## src/rtl/xau_pkg.sv

```systemverilog
// Package: shared operation encoding for the tagged index address unit.
package xau_pkg;
    typedef enum logic [1:0] {
        XOP_ADDR = 2'b00,  // address formation, may be indirect
        XOP_LOAD = 2'b01,  // index register load
        XOP_EXIT = 2'b10,  // leave legacy multi-select mode
        XOP_CTRL = 2'b11   // other index control, EA = Y
    } xop_e;

    typedef enum logic {
        SQ_IDLE = 1'b0,
        SQ_WAIT = 1'b1
    } seq_state_e;
endpackage

```

## src/rtl/xau_tag_decode.sv

```systemverilog
// Module: xau_tag_decode
// Turns a tag into a register select mask (bit r-1 = register r).
// Legacy mode: tag bit b selects register 2^b (several at once allowed).
// Single-select mode: tag value t selects register t, 0 selects none.
// Assumes NREG >= 2^(TAG_W-1) so every legacy bit has a register.
module xau_tag_decode #(
    parameter int TAG_W = 3,
    parameter int NREG  = 7
) (
    input  logic             clk,
    input  logic             rst_n,
    input  logic [TAG_W-1:0] tag_i,
    input  logic             ext_mode_i,
    output logic [NREG-1:0]  sel_o
);
    // Registers reachable in legacy mode: the powers of two.
    function automatic logic [NREG-1:0] legacy_set();
        logic [NREG-1:0] m;
        m = '0;
        for (int b = 0; b < TAG_W; b++) begin
            if ((1 << b) <= NREG) m[(1 << b) - 1] = 1'b1;
        end
        return m;
    endfunction
    localparam logic [NREG-1:0] LEGACY_MASK = legacy_set();

    logic [NREG-1:0] legacy_sel;
    logic [NREG-1:0] single_sel;

    for (genvar r = 1; r <= NREG; r++) begin : g_reg
        localparam bit IS_P2 = ((r & (r - 1)) == 0);
        localparam int BIT   = $clog2(r);
        if (IS_P2 && BIT < TAG_W) begin : g_legacy
            // Purpose: legacy select from one tag bit.
            assign legacy_sel[r-1] = tag_i[BIT];
        end else begin : g_nolegacy
            assign legacy_sel[r-1] = 1'b0;
        end
        // Purpose: single select by tag value.
        assign single_sel[r-1] = (tag_i == TAG_W'(r));
    end

    // Purpose: pick the decoding of the current mode.
    assign sel_o = ext_mode_i ? single_sel : legacy_sel;


    single_onehot_chk: assert property (@(posedge clk) disable iff (!rst_n)
        ext_mode_i |-> $onehot0(sel_o));

    legacy_reach_chk: assert property (@(posedge clk) disable iff (!rst_n)
        !ext_mode_i |-> ((sel_o & ~LEGACY_MASK) == '0));
endmodule

```

## src/rtl/xau_regbank.sv

```systemverilog
// Module: xau_regbank
// Bank of NREG index registers, written by mask, read as the OR of a
// select mask. Assumes at most one write per cycle; reset clears all.
module xau_regbank #(
    parameter int NREG   = 7,
    parameter int ADDR_W = 15
) (
    input  logic              clk,
    input  logic              rst_n,
    input  logic [NREG-1:0]   wr_mask_i,
    input  logic [ADDR_W-1:0] wr_data_i,
    input  logic [NREG-1:0]   rd_sel_i,
    output logic [ADDR_W-1:0] cterm_o
);
    logic [ADDR_W-1:0] regs_q [NREG];

    // Purpose: write every masked register with the load value.
    always_ff @(posedge clk) begin
        if (!rst_n) begin
            for (int k = 0; k < NREG; k++) regs_q[k] <= '0;
        end else begin
            for (int k = 0; k < NREG; k++) begin
                if (wr_mask_i[k]) regs_q[k] <= wr_data_i;
            end
        end
    end

    // Purpose: OR together all selected registers to form C(T).
    always_comb begin
        cterm_o = '0;
        for (int k = 0; k < NREG; k++) begin
            if (rd_sel_i[k]) cterm_o = cterm_o | regs_q[k];
        end
    end

    for (genvar k = 0; k < NREG; k++) begin : g_chk

        hold_reg_chk: assert property (@(posedge clk) disable iff (!rst_n)
            !wr_mask_i[k] |=> $stable(regs_q[k]));

        load_reg_chk: assert property (@(posedge clk) disable iff (!rst_n)
            wr_mask_i[k] |=> (regs_q[k] == $past(wr_data_i)));
    end
endmodule

```

## src/rtl/xau_seq.sv

```systemverilog
// Module: xau_seq
// Sequencer: accepts instructions, tracks the mode, chooses which tag
// and Y feed the shared index path, and registers the outputs.
// Assumes cterm_i is the index term for dec_tag_o in the same cycle.
module xau_seq
    import xau_pkg::*;
#(
    parameter int ADDR_W = 15,
    parameter int TAG_W  = 3
) (
    input  logic              clk,
    input  logic              rst_n,
    input  logic              in_valid_i,
    output logic              in_ready_o,
    input  logic [1:0]        in_op_i,
    input  logic [ADDR_W-1:0] in_y_i,
    input  logic [TAG_W-1:0]  in_tag_i,
    input  logic [1:0]        in_flag_i,
    input  logic              ind_valid_i,
    input  logic [ADDR_W-1:0] ind_y_i,
    input  logic [TAG_W-1:0]  ind_tag_i,
    input  logic [ADDR_W-1:0] cterm_i,
    output logic [TAG_W-1:0]  dec_tag_o,
    output logic              ext_mode_o,
    output logic              wr_en_o,
    output logic              ind_req_o,
    output logic [ADDR_W-1:0] ind_addr_o,
    output logic              ea_valid_o,
    output logic [ADDR_W-1:0] ea_o
);
    seq_state_e        state_q;
    xop_e              op;
    logic              accept;
    logic              go_ind;
    logic [ADDR_W-1:0] base;
    logic [ADDR_W-1:0] diff;

    // Purpose: decode the incoming instruction and the acceptance.
    assign op      = xop_e'(in_op_i);
    assign accept  = in_valid_i && (state_q == SQ_IDLE);
    assign go_ind  = (op == XOP_ADDR) && (in_flag_i == 2'b11);
    assign wr_en_o = accept && (op == XOP_LOAD);

    // Purpose: route the indirect word into the index path while waiting.
    assign dec_tag_o = (state_q == SQ_WAIT) ? ind_tag_i : in_tag_i;
    assign base      = (state_q == SQ_WAIT) ? ind_y_i : in_y_i;
    assign diff      = base - cterm_i;

    assign in_ready_o = (state_q == SQ_IDLE);
    assign ind_req_o  = (state_q == SQ_WAIT);

    // Purpose: state, mode and registered address outputs.
    always_ff @(posedge clk) begin
        if (!rst_n) begin
            state_q    <= SQ_IDLE;
            ext_mode_o <= 1'b0;
            ea_valid_o <= 1'b0;
            ea_o       <= '0;
            ind_addr_o <= '0;
        end else begin
            ea_valid_o <= 1'b0;
            if (state_q == SQ_IDLE) begin
                if (accept) begin
                    if (go_ind) begin
                        state_q    <= SQ_WAIT;
                        ind_addr_o <= diff;
                    end else begin
                        ea_valid_o <= 1'b1;
                        ea_o       <= (op == XOP_ADDR) ? diff : in_y_i;
                        if (op == XOP_EXIT) ext_mode_o <= 1'b1;
                    end
                end
            end else if (ind_valid_i) begin
                state_q    <= SQ_IDLE;
                ea_valid_o <= 1'b1;
                ea_o       <= diff;
            end
        end
    end


    mode_sticky_chk: assert property (@(posedge clk) disable iff (!rst_n)
        ext_mode_o |=> ext_mode_o);

    mode_entry_chk: assert property (@(posedge clk) disable iff (!rst_n)
        !ext_mode_o ##1 ext_mode_o |-> $past(accept && op == XOP_EXIT));

    ind_hold_chk: assert property (@(posedge clk) disable iff (!rst_n)
        ind_req_o && !ind_valid_i |=> ind_req_o && !in_ready_o);

    ind_done_chk: assert property (@(posedge clk) disable iff (!rst_n)
        ind_req_o && ind_valid_i |=> ea_valid_o && !ind_req_o);

    direct_valid_chk: assert property (@(posedge clk) disable iff (!rst_n)
        accept && !go_ind |=> ea_valid_o);

    ctrl_ea_chk: assert property (@(posedge clk) disable iff (!rst_n)
        accept && op != XOP_ADDR |=> ea_o == $past(in_y_i) && !ind_req_o);
endmodule

```

## src/rtl/tagged_index_unit.sv

```systemverilog
// Module: tagged_index_unit (top)
// Index register bank plus effective address formation with a legacy
// multi-select mode, a single-select mode and one-level indirection.
// Assumes the indirect word returns only while ind_req is high.
module tagged_index_unit #(
    parameter int ADDR_W = 15,
    parameter int TAG_W  = 3,
    parameter int NREG   = 7
) (
    input  logic              clk,
    input  logic              rst_n,
    input  logic              in_valid,
    output logic              in_ready,
    input  logic [1:0]        in_op,
    input  logic [ADDR_W-1:0] in_y,
    input  logic [TAG_W-1:0]  in_tag,
    input  logic [1:0]        in_flag,
    input  logic [ADDR_W-1:0] in_load,
    output logic              ind_req,
    output logic [ADDR_W-1:0] ind_addr,
    input  logic              ind_valid,
    input  logic [ADDR_W-1:0] ind_y,
    input  logic [TAG_W-1:0]  ind_tag,
    output logic              ea_valid,
    output logic [ADDR_W-1:0] ea
);
    logic [TAG_W-1:0]  dec_tag;
    logic              ext_mode;
    logic              wr_en;
    logic [NREG-1:0]   sel;
    logic [NREG-1:0]   wr_mask;
    logic [ADDR_W-1:0] cterm;

    // Purpose: loads write exactly the registers the tag selects.
    assign wr_mask = wr_en ? sel : '0;

    xau_seq #(.ADDR_W(ADDR_W), .TAG_W(TAG_W)) u_seq (
        .clk(clk), .rst_n(rst_n),
        .in_valid_i(in_valid), .in_ready_o(in_ready),
        .in_op_i(in_op), .in_y_i(in_y), .in_tag_i(in_tag), .in_flag_i(in_flag),
        .ind_valid_i(ind_valid), .ind_y_i(ind_y), .ind_tag_i(ind_tag),
        .cterm_i(cterm), .dec_tag_o(dec_tag), .ext_mode_o(ext_mode),
        .wr_en_o(wr_en), .ind_req_o(ind_req), .ind_addr_o(ind_addr),
        .ea_valid_o(ea_valid), .ea_o(ea)
    );

    xau_tag_decode #(.TAG_W(TAG_W), .NREG(NREG)) u_dec (
        .clk(clk), .rst_n(rst_n),
        .tag_i(dec_tag), .ext_mode_i(ext_mode), .sel_o(sel)
    );

    xau_regbank #(.NREG(NREG), .ADDR_W(ADDR_W)) u_bank (
        .clk(clk), .rst_n(rst_n),
        .wr_mask_i(wr_mask), .wr_data_i(in_load),
        .rd_sel_i(sel), .cterm_o(cterm)
    );


    no_double_chk: assert property (@(posedge clk) disable iff (!rst_n)
        ind_req |-> !ea_valid || $past(!ind_req));
endmodule

```

## config.mk

```make
export PLATFORM = sky130hd
export DESIGN_NAME = tagged_index_unit
export DESIGN_NICKNAME = d
export VERILOG_FILES = /design/src/rtl/xau_pkg.sv /design/src/rtl/xau_tag_decode.sv /design/src/rtl/xau_regbank.sv /design/src/rtl/xau_seq.sv /design/src/rtl/tagged_index_unit.sv
export SDC_FILE = /design/constraint.sdc
export NUM_CORES = 1
export LEC_CHECK = 0
export BUFFER_PORTS_ARGS = -buffer_cell sky130_fd_sc_hd__buf_4
export CAP_MARGIN = 10
export CORE_ASPECT_RATIO = 0.7
export CORE_MARGIN = 1.5
export CORE_UTILIZATION = 54
export CTS_BUF_LIST = sky130_fd_sc_hd__clkbuf_4
export CTS_CLUSTER_DIAMETER = 60
export DETAILED_ROUTE_END_ITERATION = 8
export PLACE_DENSITY = 0.79
export RECOVER_POWER = 25
export SLEW_MARGIN = 0
export SYNTH_ARGS = -nofsm -noshare
export SYNTH_HDL_FRONTEND = slang
export SYNTH_SLANG_ARGS = --single-unit
```

## constraint.sdc

```tcl
create_clock -name clk -period 3.5 [get_ports clk]
set_input_delay 0.525 -clock clk [delete_from_list [all_inputs] [get_ports clk]]
set_output_delay 0.525 -clock clk [all_outputs]
set_load 0.005 [all_outputs]
```

# ---- Yosys cells after proc, flatten, opt, wreduce, memory -nomap -nowiden
# Memory sizes are Yosys's and may differ from the RTL's.
# Index checks and enable logic that the tools add are counted.
# Widths: inputs -> output; s select.
dict set report totals {
  reg_bits 33
  mem_bits_rw 105
  in_bits 59
  output_inout_bits 33
  elab_cells 95
  memories 1
}
# name words width rd rd_clocked_by_memory_dff write_ports line
set mem_list {}
lappend mem_list {u_bank.regs_q 7 15 7 0 7 xau_regbank.sv:15} ;# logic [ADDR_W-1:0] regs_q [NREG];
dict set report classes {
  n_addsub 1
  n_eq_ne 12
  mux 53
  bitwise 15
  n_reduce_logical 8
}
# op n
set ops {}
lappend ops {{$mux 15} 20}
lappend ops {{$or 15x15->15} 6}
lappend ops {{$mux 1} 30}
lappend ops {{$sub 15x15->15} 1}
lappend ops {{$mux 7} 2}
lappend ops {{$eq 3x3->1 const B} 4}
lappend ops {{$or 1x1->1} 7}
lappend ops {{$eq 3x2->1 const B} 2}
lappend ops {{$reduce_and 3->1} 2}
lappend ops {{$eq 2x2->1 const B} 2}
lappend ops {{$reduce_and 4->1} 1}
lappend ops {{$eq 3x1->1 const B} 1}
lappend ops {{$logic_and 1x1->1} 3}
lappend ops {{$mux 3} 1}
lappend ops {{$eq 2x1->1 const B} 1}
lappend ops {{$logic_not 2->1} 1}
lappend ops {{$ne 2x1->1 const B} 1}
lappend ops {{$ne 2x2->1 const B} 1}
lappend ops {{$not 1->1} 2}
lappend ops {{$reduce_bool 2->1} 1}

# ---- Longest topological paths before layout
# Gate-level depths: netlist of run 1.
dict set report depth {
  word_depth 21
  mapped_depth 17
  mapped_depth_nobuf 15
}

# ---- By module
# Synthesis of run 1 repeated with hierarchy kept, for this count alone.
dict set report hier_totals {
  hier_cells 614
  area_unflattened_um2 6946.7
}
# module instances cells_each area_per_inst_um2
set by_module_without_submodules {}
lappend by_module_without_submodules {xau_regbank 1 302 4430.5}
lappend by_module_without_submodules {xau_seq 1 293 2387.3}
lappend by_module_without_submodules {xau_tag_decode 1 12 85.1}
lappend by_module_without_submodules {tagged_index_unit 1 7 43.8}

# ---- Worst setup path after synthesis of run 1
# No wires, ideal clock.
dict set report synth_timing {
  kind {register to register}
  start {register u_seq.state_q (netlist: u_seq.ind_req_o)}
  end {register u_seq.ind_addr_o[14]}
  setup_time_ps 62
  arrival_ps 3496
  slack_ps -58
  path_stages_with_launch 17
  path_buffers 3
  path_cell_list {dfxtp_1 -> buf_6 -> mux2i_1 -> buf_2 -> nand2_1 -> a21oi_2 -> buf_2 -> a22oi_1 -> nand2_1 -> a21oi_1 -> ha_1 -> nor2b_1 -> o31a_1 -> o21ai_1 -> a41oi_1 -> or4_1 -> nand3_1}
}
dict set report synth_between {
  elab_chain_len 17
  word_cells_on_any_way 27
  cone_classes {add/sub (1); eq/ne (7); mux (10); bitwise (7); reduce/logical (2)}
}
# element line
set synth_rtl {}
lappend synth_rtl {{from (decl)} xau_seq.sv:31} ;# seq_state_e state_q;
lappend synth_rtl {{from (signal assigned)} xau_seq.sv:55} ;# state_q <= SQ_IDLE;
lappend synth_rtl {{from (signal assigned)} xau_seq.sv:65} ;# state_q <= SQ_WAIT;
lappend synth_rtl {{from (signal assigned)} xau_seq.sv:74} ;# state_q <= SQ_IDLE;
lappend synth_rtl {{$mux 3} xau_seq.sv:45} ;# assign dec_tag_o = (state_q == SQ_WAIT) ? ind_tag_i : in_tag_i;
lappend synth_rtl {{$eq 3x1->1} xau_tag_decode.sv:40} ;# assign single_sel[r-1] = (tag_i == TAG_W'(r));
lappend synth_rtl {{$mux 7} xau_tag_decode.sv:44} ;# assign sel_o = ext_mode_i ? single_sel : legacy_sel;
lappend synth_rtl {{$mux 15} xau_regbank.sv:32} ;# if (rd_sel_i[k]) cterm_o = cterm_o | regs_q[k];
lappend synth_rtl {{$or 15x15->15} xau_regbank.sv:32}
lappend synth_rtl {{$mux 15} xau_regbank.sv:32}
lappend synth_rtl {{$or 15x15->15} xau_regbank.sv:32}
lappend synth_rtl {{$mux 15} xau_regbank.sv:32}
lappend synth_rtl {{$or 15x15->15} xau_regbank.sv:32}
lappend synth_rtl {{$mux 15} xau_regbank.sv:32}
lappend synth_rtl {{$or 15x15->15} xau_regbank.sv:32}
lappend synth_rtl {{$mux 15} xau_regbank.sv:32}
lappend synth_rtl {{$or 15x15->15} xau_regbank.sv:32}
lappend synth_rtl {{$mux 15} xau_regbank.sv:32}
lappend synth_rtl {{$or 15x15->15} xau_regbank.sv:32}
lappend synth_rtl {{$mux 15} xau_regbank.sv:32}
lappend synth_rtl {{$sub 15x15->15} xau_seq.sv:47} ;# assign diff = base - cterm_i;
lappend synth_rtl {{to (signal assigned)} xau_seq.sv:66} ;# ind_addr_o <= diff;
lappend synth_rtl {{to (decl)} xau_seq.sv:27} ;# output logic [ADDR_W-1:0] ind_addr_o,
# Several ways; a longest one is shown, not always the timed one.
# A chain may end at the register's enable or synchronous reset.

# ---- Worst setup path after layout of run 1
# Same ends and word-level chain as after synthesis.

==> results.cfg, run 1 <==
[clock_network]
htreeDepth = 4
clockBufferDepth = 2
cts_tree = yes
numCtsBuffers = 17
clkTransAtPathRegs_ns = 0.12
holdBufCountCts = 0
clockRootBuffer = clkbuf_4
insertion_delay_ns = 0.54
clock_sinks = 138

[synthesis]
async_flop_share_pct = 0
yosysTopAreaCellShare_pct = 46.55
syn_nets = 734
synthAdderAreaFrac_pct = 2.882
synth_top_family_by_area = simple AND/OR/NAND/NOR gates
synthSimpleGateAreaFrac_pct = 16.00
synth_area_um2 = 6773
yosysSeqAreaShare_pct = 56.31
syn_area_per_cell_um2 = 10.26
synthFlopType = edfxtp_1
ys_ff_latch = 138
synthXorXnorAreaFrac_pct = 1.293
synth_mux_area_share_pct = 5.745
yosysWarnings = 0
synth-compound-area-share_pct = 14.32
syn_inst = 660
synth_cell_type_count = 61
synth_enable_flop_cells = 105
synth_largest_area_cell = edfxtp_1
synthTopCellsByArea = edfxtp_1 (47%), dfxtp_1 (9.8%), nor2_1 (5.8%), nand2_1 (5.7%), a22oi_1 (3.0%)

[route]
remaining_drc_errors = 0
viasPerCell = 5.835
routedWlPerCell_um = 18.34
dr.pass1.iters = 6
totalWireLength_um = 17890
vias = 5689
antenna_left = 0
drt_iter0_drc = 504

[power]
powerDensity_nw_per_um2 = 445.5
p_total_mw = 3.770
ir_drop_v = 0.0002629
p_leak_nw = 3.421

[finish]
postLayoutCellArea_um2 = 8462
n_antenna_cell = 0
area_growth_pct = 24.94
num-fill-cells = 951
drive_gt1_share_pct = 28.04
final_cells = 975
nets = 874

[job]
cap_violations = 0

[critical_path]
cp-start-kind = register
cp_cell_sequence = mux2i_4 -> nand2_1 -> a21oi_4 -> a22oi_1 -> nand2_1 -> a21oi_1 -> ha_1 -> nor2b_2 -> o31a_1 -> o21ai_4 -> a41oi_4 -> or4_1 -> nand3_1
crit_top_cell = nand2_1
cpPeakStageDelay_ns = 0.55
endpoint_kind = register
timing_worst_setup_path_type = register to register
critPathRequiredTime_ns = 3.99
slowest_stage = or4_1
worstPathArrival_ns = 3.91
crit_fanout = 6

[placement]
dp_hpwl_um = 12680
place_congestion = 0.8624
place_area_um2 = 7974
dp.cells = 938
port_buffers = 91

[timing]
setup_viol = 0
post-route-min-period_ns = 3.418
finalMaxSlewViolations = 0
skew_ns = 0.02095
finalCritPeriodShare_pct = 97.66
slew_headroom_pct = 32.35
finalHoldViolations = 0
rsz0062_at_grt = yes
fmax_mhz = 292.6
tightest_slew_ns = 1.015

[global_route]
grt.total_usage_pct = 28.39
antenna_found_initial = 0
grt_max_degree = 53
grt_pass1_wl_um = 28410
grt_pass1_vias = 5620
grt_overflow_total = 0

[floorplanning]
dieWidth_um = 136.9
ios = 92
start_util_pct = 54.90
die_area_um2 = 13230
dieHeight_um = 96.70
rows = 34
core_um2 = 12340

[run_status]
status = finished clean

[min_path]
hp-class = primary input to register
[placed cells by master (no fill, tap or decap), drive strengths merged, types with 2 or more instances in the layout]
cell,synthesis,final
nor2b,8,8
a211oi,2,2
a41oi,2,2
or3,2,2
nand3,19,19
nor3b,2,2
and2,4,4
clkbuf,25,51
nor2,105,105
xnor2,4,4
edfxtp,105,105
mux2i,20,20
nand2,103,103
a21oi,41,41
o31a,2,2
and3,2,2
o21a,4,4
o211ai,7,7
mux2,15,15
xor2,6,6
ha,14,14
inv,23,23
o21ai,38,38
clkinv,1,9
a22oi,27,27
nor3,2,2
a311oi,2,2
nand4,6,6
o211a,3,3
a21o,2,2
a221oi,3,3
bufinv,0,4
buf,9,123
dfxtp,33,33
a21boi,7,7
[flip-flops by register name (all words and copies together), names as in the netlist]
name,cells
u_seq.ea_o,15
u_seq.ind_addr_o,15
u_bank.regs_q,105
u_seq.ea_valid_o,1
u_seq.ind_req_o,1
u_seq.ext_mode_o,1
[routing by layer]
layer / vias up / wire length [um] / track usage [%]
met5: - / 0 / 0
met4: 0 / 325 / 10.53
met3: 29 / 1401 / 5.556
met2: 257 / 8351 / 44.65
met1: 2757 / 7808 / 39.19
li1: 2646 / - / -
[where the power goes]
group / leakage (nW) / total, mW / switching, mW / internal (mW)
sequential: 1.34 / 1.87 / 0.0334 / 1.84
combinational: 1.91 / 0.729 / 0.398 / 0.331
clock: 0.171 / 1.17 / 0.589 / 0.577
total: 3.42 / 3.77 / 1.02 / 2.75
[path summary, 6_finish.rpt]
kind / from / endpoint / slack, ns / cells after the start
hold / removal: in_y[3] / u_seq.ea_o[3] / 0.25 / 3
hold reg to reg: u_seq.ind_addr_o[2] / u_seq.ind_addr_o[2] / 0.46 / 2
setup / recovery: u_seq.ind_req_o / u_seq.ind_addr_o[14] / 0.08 / 13
setup reg to reg: u_seq.ind_req_o / u_seq.ind_addr_o[14] / 0.08 / 13
[kinds of logic (layout without fill, tap and decap cells)]
group,after synthesis,count (layout)
AND/OR/NAND/NOR,258,258
AO/OA/AOI/OAI,146,146
flip-flops,138,138
buffers and inverters,58,211
multiplexers,35,35
adder cells (fa/ha/maj),15,15
XOR/XNOR,10,10
[metrics by stage]
step                worst slack, ns  util [%]  setup TNS, ns  hold WS (ns)
finish                      0.08191     68.59              0        0.2546
global route               -0.09418     68.59        -0.5258        0.2233
CTS                         0.04941     67.53              0        0.2228
detailed placement          -0.3549     64.63         -1.100        0.4474
global placement            -0.2114     64.63        -0.4840        0.4494
floorplan                   0.01629         -              0        0.4527
[cells in the mapped netlist (2+ instances only)]
library cell / count
nor2b_1: 8
nor3_1: 2
and3_1: 2
a22oi_1: 27
a21boi_0: 5
and2_1: 4
nor2_1: 105
a211oi_1: 2
o31a_1: 2
a21o_1: 2
xnor2_1: 4
mux2_4: 2
nand2_1: 103
xor2_1: 6
inv_2: 2
a311oi_1: 2
inv_1: 21
edfxtp_1: 105
o21a_1: 4
o211a_1: 3
buf_2: 7
o21ai_1: 5
or3_1: 2
a21oi_1: 39
mux2_2: 12
mux2i_1: 19
a21boi_1: 2
o211ai_1: 6
dfxtp_1: 33
o21ai_0: 32
nand3_1: 19
ha_1: 14
a21oi_2: 2
nand4_1: 6
clkbuf_1: 25
[layout make-up]
type	count	area (um2)	share of cell area, %
Clock buffer	19	142.6	1.686
Sequential cell	138	3817	45.11
Multi-Input combinational cell	464	2825	33.39
Inverter	24	90.09	1.065
Tap cell	162	202.7	2.395
Timing Repair Buffer	155	1207	14.27
Clock inverter	13	176.4	2.085
[what timing repair did]
action | in CTS | in global routing
endpoints found under the setup margin | 13 | 15
gates cloned | 0 | 0
pin swaps | 0 | 12
gates resized for setup | 9 | 26
buffers inserted | 0 | 5
[worst max-delay path: cells and delay by family (launching register included)]
kind,cells,cell delay (ns)
AO/OA/AOI/OAI,6,1.20
AND/OR/NAND/NOR,5,1.05
flip-flops,1,0.45
multiplexers,1,0.35
adder cells (fa/ha/maj),1,0.32
(Power assumes the default switching activity.)
==> run 2: changes to the inputs <==
- ABC_AREA: default -> 1
- ABC_CLOCK_PERIOD_IN_PS: default -> 3500
- PLACE_DENSITY: 0.79 -> 0.78
- SLEW_MARGIN: 0 -> default
==> results.cfg, run 2 <==
[run_status]
status = finished clean

[synthesis]
synthFlopType = edfxtp_1
synth_area_um2 = 6880
syn_nets = 821
syn_area_per_cell_um2 = 9.211
yosysSeqAreaShare_pct = 55.43
yosysWarnings = 0
synth_enable_flop_cells = 105
async_flop_share_pct = 0
synth_cell_type_count = 44
ys_ff_latch = 138
yosysTopAreaCellShare_pct = 45.83
yosysMostFrequentCell = nand2_1
syn_inst = 747
synth_largest_area_cell = edfxtp_1
synthTopCellsByCount = nand2_1 (174), edfxtp_1 (105), nor2_1 (96)
synthTopCellsByArea = edfxtp_1 (46%), dfxtp_1 (9.6%), nand2_1 (9.5%), nor2_1 (5.2%), inv_1 (3.3%)

[timing]
finalHoldViolations = 0
tightest_slew_ns = 0.9587
finalCritPeriodShare_pct = 95.10
slew_headroom_pct = 36.09
setup_viol = 0
finalMaxSlewViolations = 0
holdWs_ns = 0.2660
post-route-min-period_ns = 3.329
finalWorstSetupSlack_ns = 0.1714
skew_ns = 0.02230
fmax_mhz = 300.4

[finish]
top_regs = u_bank.regs_q: 105 flops, u_seq.ea_o: 15 flops, u_seq.ind_addr_o: 15 flops
largest-register = u_bank.regs_q
nets = 952
multi_input_area_um2 = 2704
seq_area_um2 = 3817
largest_register_ffs = 105
final_common_cell = nand2_1
num-fill-cells = 974
final_cells = 1053
n_antenna_cell = 0
final_cell_mix = nand2_1 (171), buf_4 (107), edfxtp_1 (105)
drive_gt1_share_pct = 25.25
area_growth_pct = 21.37

[placement]
port_buffers = 91
dp_slack_ns = -0.1062
dp.cells = 1019
place_congestion = 0.8957
dp_hpwl_um = 13220

[clock_network]
clockBufferDepth = 2
holdBufCountCts = 0
insertion_delay_ns = 0.54
numCtsBuffers = 17
clkTransAtPathRegs_ns = 0.12
cts_tree = yes
htreeDepth = 4
clockRootBuffer = clkbuf_4
clock_sinks = 138

[critical_path]
timing_worst_setup_path_type = register to register
worstPathArrival_ns = 3.79
endpoint_kind = register
cp-start-kind = register
rr_worst_depth = 21
critPathRequiredTime_ns = 3.97
crit_fanout = 8

[global_route]
grt_max_degree = 50
grt_pass1_wl_um = 29480
grt_pass1_vias = 5808
grt.total_usage_pct = 29.15
antenna_found_initial = 0
grt_overflow_total = 0

[floorplanning]
rows = 34
dieWidth_um = 137.9
core_um2 = 12420
die_area_um2 = 13440
start_util_pct = 55.39
dieHeight_um = 97.44
ios = 92

[power]
p_leak_nw = 3.665
ir_drop_v = 0.0002340
powerDensity_nw_per_um2 = 438.9
p_total_mw = 3.665
power_switching_share_pct = 29.85
p_seq_share_pct = 50.8
clock_power_share_pct = 29.5
p_int_mw = 2.571
pwr-share-comb_pct = 19.7
switchingPower_mw = 1.094

[min_path]
whs_path_depth = 3
hp-class = primary input to register

[route]
viasPerCell = 5.733
dr.pass1.iters = 5
antenna_left = 0
routedWlPerCell_um = 17.52
vias = 6037
drt_iter0_drc = 665
remaining_drc_errors = 0
totalWireLength_um = 18450

[job]
cap_violations = 0
run 2: cell count changes in the layout (fill, tap and decap cells not counted), sizes merged, moves of 8 or more:
cell,previous run,this run
inv,23,76
buf,123,109
mux2i,20,1
a22oi,27,3
nor2b,8,0
nand3,19,38
nor3,2,20
nand2,103,184
mux2,15,0
run 2: worst paths after layout:
check	slack, ns	to	start
min reg2reg	0.48	u_seq.ea_o[13]	u_seq.ea_o[13]
max	0.17	u_seq.ea_o[14]	u_seq.ind_req_o
max reg2reg	0.17	u_seq.ea_o[14]	u_seq.ind_req_o
min	0.27	u_seq.ea_o[3]	in_y[3]
run 2: final cells by class:
type	count	area share, %
clock buffers	17	1.528
clock inverters	15	1.963
inverters	69	3.162
multi-input cells	509	32.38
flip-flops and latches	138	45.71
well taps	162	2.427
repair buffers	143	12.83
run 2: through the flow:
step / util, % / TNS (ns) / instance area (um2)
6_report: 67.22 / 0 / 8351
5_1_grt: 67.22 / -0.07606 / 8351
4_1_cts: 66.58 / 0 / 8270
3_5_place_dp: 64.22 / -0.4413 / 7978
3_3_place_gp: 64.22 / -0.007099 / 7978
2_1_floorplan: - / 0 / 6880
run 2: repair_timing:
| action | CTS | global route |
|---|---|---|
| gates cloned | 0 | 0 |
| pin swaps | 0 | 9 |
| buffers inserted | 0 | 2 |
| gates resized for setup | 1 | 28 |
| setup endpoints to repair | 1 | 16 |
run 2: metal layers:
layer | GRT usage, % | up-vias | share of wire (%)
met2 | 43.51 | 308 | 44
met5 | 0 | - | 0
li1 | - | 2813 | -
met1 | 43.53 | 2881 | 44
met4 | 7.612 | 0 | 1.7
met3 | 5.842 | 35 | 10
run 2: power groups by stage:
stage / registers [mW] / logic (mW) / clock network, mW
floorplan: 1.89 / 0.387 / 0
global placement: 1.89 / 0.659 / 0
detailed placement: 1.90 / 0.676 / 0
CTS: 1.86 / 0.681 / 1.09
global route: 1.87 / 0.795 / 1.16
finish: 1.86 / 0.723 / 1.08
run 2: kinds of logic after synthesis:
family	synth area share (%)
AND/OR/NAND/NOR	22.68
flip-flops	55.43
AO/OA/AOI/OAI	11.53
buffers and inverters	6.365
adder cells (fa/ha/maj)	2.837
XOR/XNOR	1.018
multiplexers	0.1455
run 2: worst max-delay path: stages, from the launching register on:
cell and delay [ns]:
dfxtp_4 0.39, inv_4 0.09, nand2_4 0.06, buf_4 0.13
nand3_2 0.06, inv_2 0.05, buf_4 0.13, nor3_4 0.40
buf_6 0.21, nand2_1 0.06, nand3_1 0.08, a211oi_1 0.07
ha_1 0.37, a21oi_1 0.29, o21ai_0 0.18, nand2_1 0.09
nand3_1 0.14, inv_1 0.08, nand3_1 0.09, nand3_1 0.09
nand2_1 0.07, a21oi_2 0.11
==> run 3: changes to the inputs <==
- CORE_UTILIZATION: 54 -> 40
- MAX_ROUTING_LAYER: default -> met4
- PLACE_DENSITY: 0.78 -> default
==> results.cfg, run 3 (synthesis gave the netlist of run 2 again) <==
[floorplanning]
core_um2 = 16590
start_util_pct = 41.47
dieHeight_um = 112.7
ios = 92
rows = 39
die_area_um2 = 18010
dieWidth_um = 159.8

[run_status]
status = finished clean

[route]
remaining_drc_errors = 0
vias = 5856
viasPerCell = 5.219
drt_iter0_drc = 498
routedWlPerCell_um = 17.13
antenna_left = 0
dr.pass1.iters = 6
totalWireLength_um = 19220

[clock_network]
clkTransAtPathRegs_ns = 0.15
clockRootBuffer = clkbuf_4
cts_tree = yes
insertion_delay_ns = 0.54
clockBufferDepth = 2
clock_sinks = 138
numCtsBuffers = 17
htreeDepth = 4

[timing]
finalCritPeriodShare_pct = 92.97
finalMaxSlewViolations = 0
fmax_mhz = 307.3
finalHoldViolations = 0
skew_ns = 0.02475
post-route-min-period_ns = 3.254
tightest_slew_ns = 0.8464
slew_headroom_pct = 43.58
setup_viol = 0

[critical_path]
slowest_stage = nor3_4
cpPeakStageDelay_ns = 0.42
worstPathArrival_ns = 3.73
critical-path-top-delay-family = simple AND/OR/NAND/NOR gates
crit_fanout = 8
timing_worst_setup_path_type = register to register
path_buf_inv = 4
reg2reg_from = u_seq.ind_req_o
cp-start-kind = register
critPathRequiredTime_ns = 3.98
cp_cell_sequence = inv_4 -> nand2_2 -> nand2_2 -> nor2_4 -> buf_12 -> nor3_4 -> buf_4 -> nand2_1 -> nand3_1 -> a211oi_1 -> ha_1 -> a21oi_1 -> o21ai_0 -> nand2_1 -> nand3_2 -> inv_1 -> nand3_1 -> nand3_1 -> nand2_1 -> a21oi_2
startpoint = u_seq.ind_req_o
endpoint_kind = register

[power]
powerDensity_nw_per_um2 = 442.0
p_leak_nw = 3.730
ir_drop_v = 0.0002054

[global_route]
grt_overflow_total = 0
grt_pass1_wl_um = 30620
grt_pass1_vias = 5765
grt_max_degree = 32
antenna_found_initial = 0
grt.total_usage_pct = 22.79

[finish]
seq_area_um2 = 3819
postLayoutCellArea_um2 = 8526
nets = 958
n_antenna_cell = 0
largest-register = u_bank.regs_q
multi_input_area_um2 = 2700
final_cells = 1122
final_cell_mix = nand2_1 (172), buf_4 (113), edfxtp_1 (105)
drive_gt1_share_pct = 25.64
num-fill-cells = 1563
final_common_cell = nand2_1
area_growth_pct = 23.91
largest_register_ffs = 105
top_regs = u_bank.regs_q: 105 flops, u_seq.ea_o: 15 flops, u_seq.ind_addr_o: 15 flops

[placement]
port_buffers = 91
dp.cells = 1089
place_congestion = 0.9980
place_area_um2 = 8134
dp_hpwl_um = 14130

[min_path]
hp-class = primary input to register
min_from = in_y[2]

[job]
cap_violations = 0
-- run 3: cell count changes in the layout (fill, tap and decap cells not counted), sizes merged --
cell | previous run | this run
buf | 109 | 116
inv | 76 | 80
clkinv | 3 | 1
clkinvlp | 3 | 1
clkbuf | 51 | 50
-- run 3: final timing paths --
| path | slack, ns | cells past startpoint | endpoint |
|---|---|---|---|
| max | 0.25 | 20 | u_seq.ea_o[14] |
| max reg2reg | 0.25 | 20 | u_seq.ea_o[14] |
| min | 0.25 | 3 | u_seq.ea_o[2] |
| min reg2reg | 0.48 | 2 | u_seq.ea_o[13] |
-- run 3: worst reg2reg max path, delay by kind of cell, from the launching register on --
family | cells | cell delay [ns]
AO/OA/AOI/OAI | 4 | 0.62
adder cells (fa/ha/maj) | 1 | 0.36
buffers and inverters | 4 | 0.58
flip-flops | 1 | 0.40
AND/OR/NAND/NOR | 11 | 1.22
-- run 3: power breakdown --
group,total (mW),switching [mW],internal [mW]
clock,1.17,0.702,0.467
combinational,0.736,0.422,0.314
sequential,1.86,0.0292,1.83
-- run 3: final cells by class --
cell class,instances,area share [%]
Clock buffer,17,1.497
Tap cell,225,3.302
Multi-Input combinational cell,509,31.67
Sequential cell,138,44.79
Inverter,69,3.097
Timing Repair Buffer,149,13.38
Clock inverter,15,2.260
-- run 3: metal layers --
metal	track usage (%)	part of all wire [%]
met1	33.56	49
met2	32.58	43
met3	3.666	6.6
met4	6.101	1.2
met5	-	0
-- run 3: what timing repair did --
action / 4_1_cts / 5_1_grt
hold endpoints to repair: 0 / 0
hold buffers: 0 / 0
gates resized for setup: 1 / 25
buffers inserted: 0 / 1
setup endpoints to repair: 3 / 16
pin swaps: 0 / 11
-- run 3: through the flow --
stage	power [mW]	utilization, %	hold WS, ns	worst slack (ns)	setup TNS, ns
global route	3.936	51.39	0.2259	-0.003650	-0.003650
CTS	3.768	50.97	0.2180	0.03754	0
finish	3.768	51.39	0.2501	0.2462	0
global placement	2.596	49.03	0.4599	-0.03405	-0.05714
detailed placement	2.611	49.03	0.4676	-0.1527	-0.5345
floorplan	2.280	-	0.4608	0.2956	0
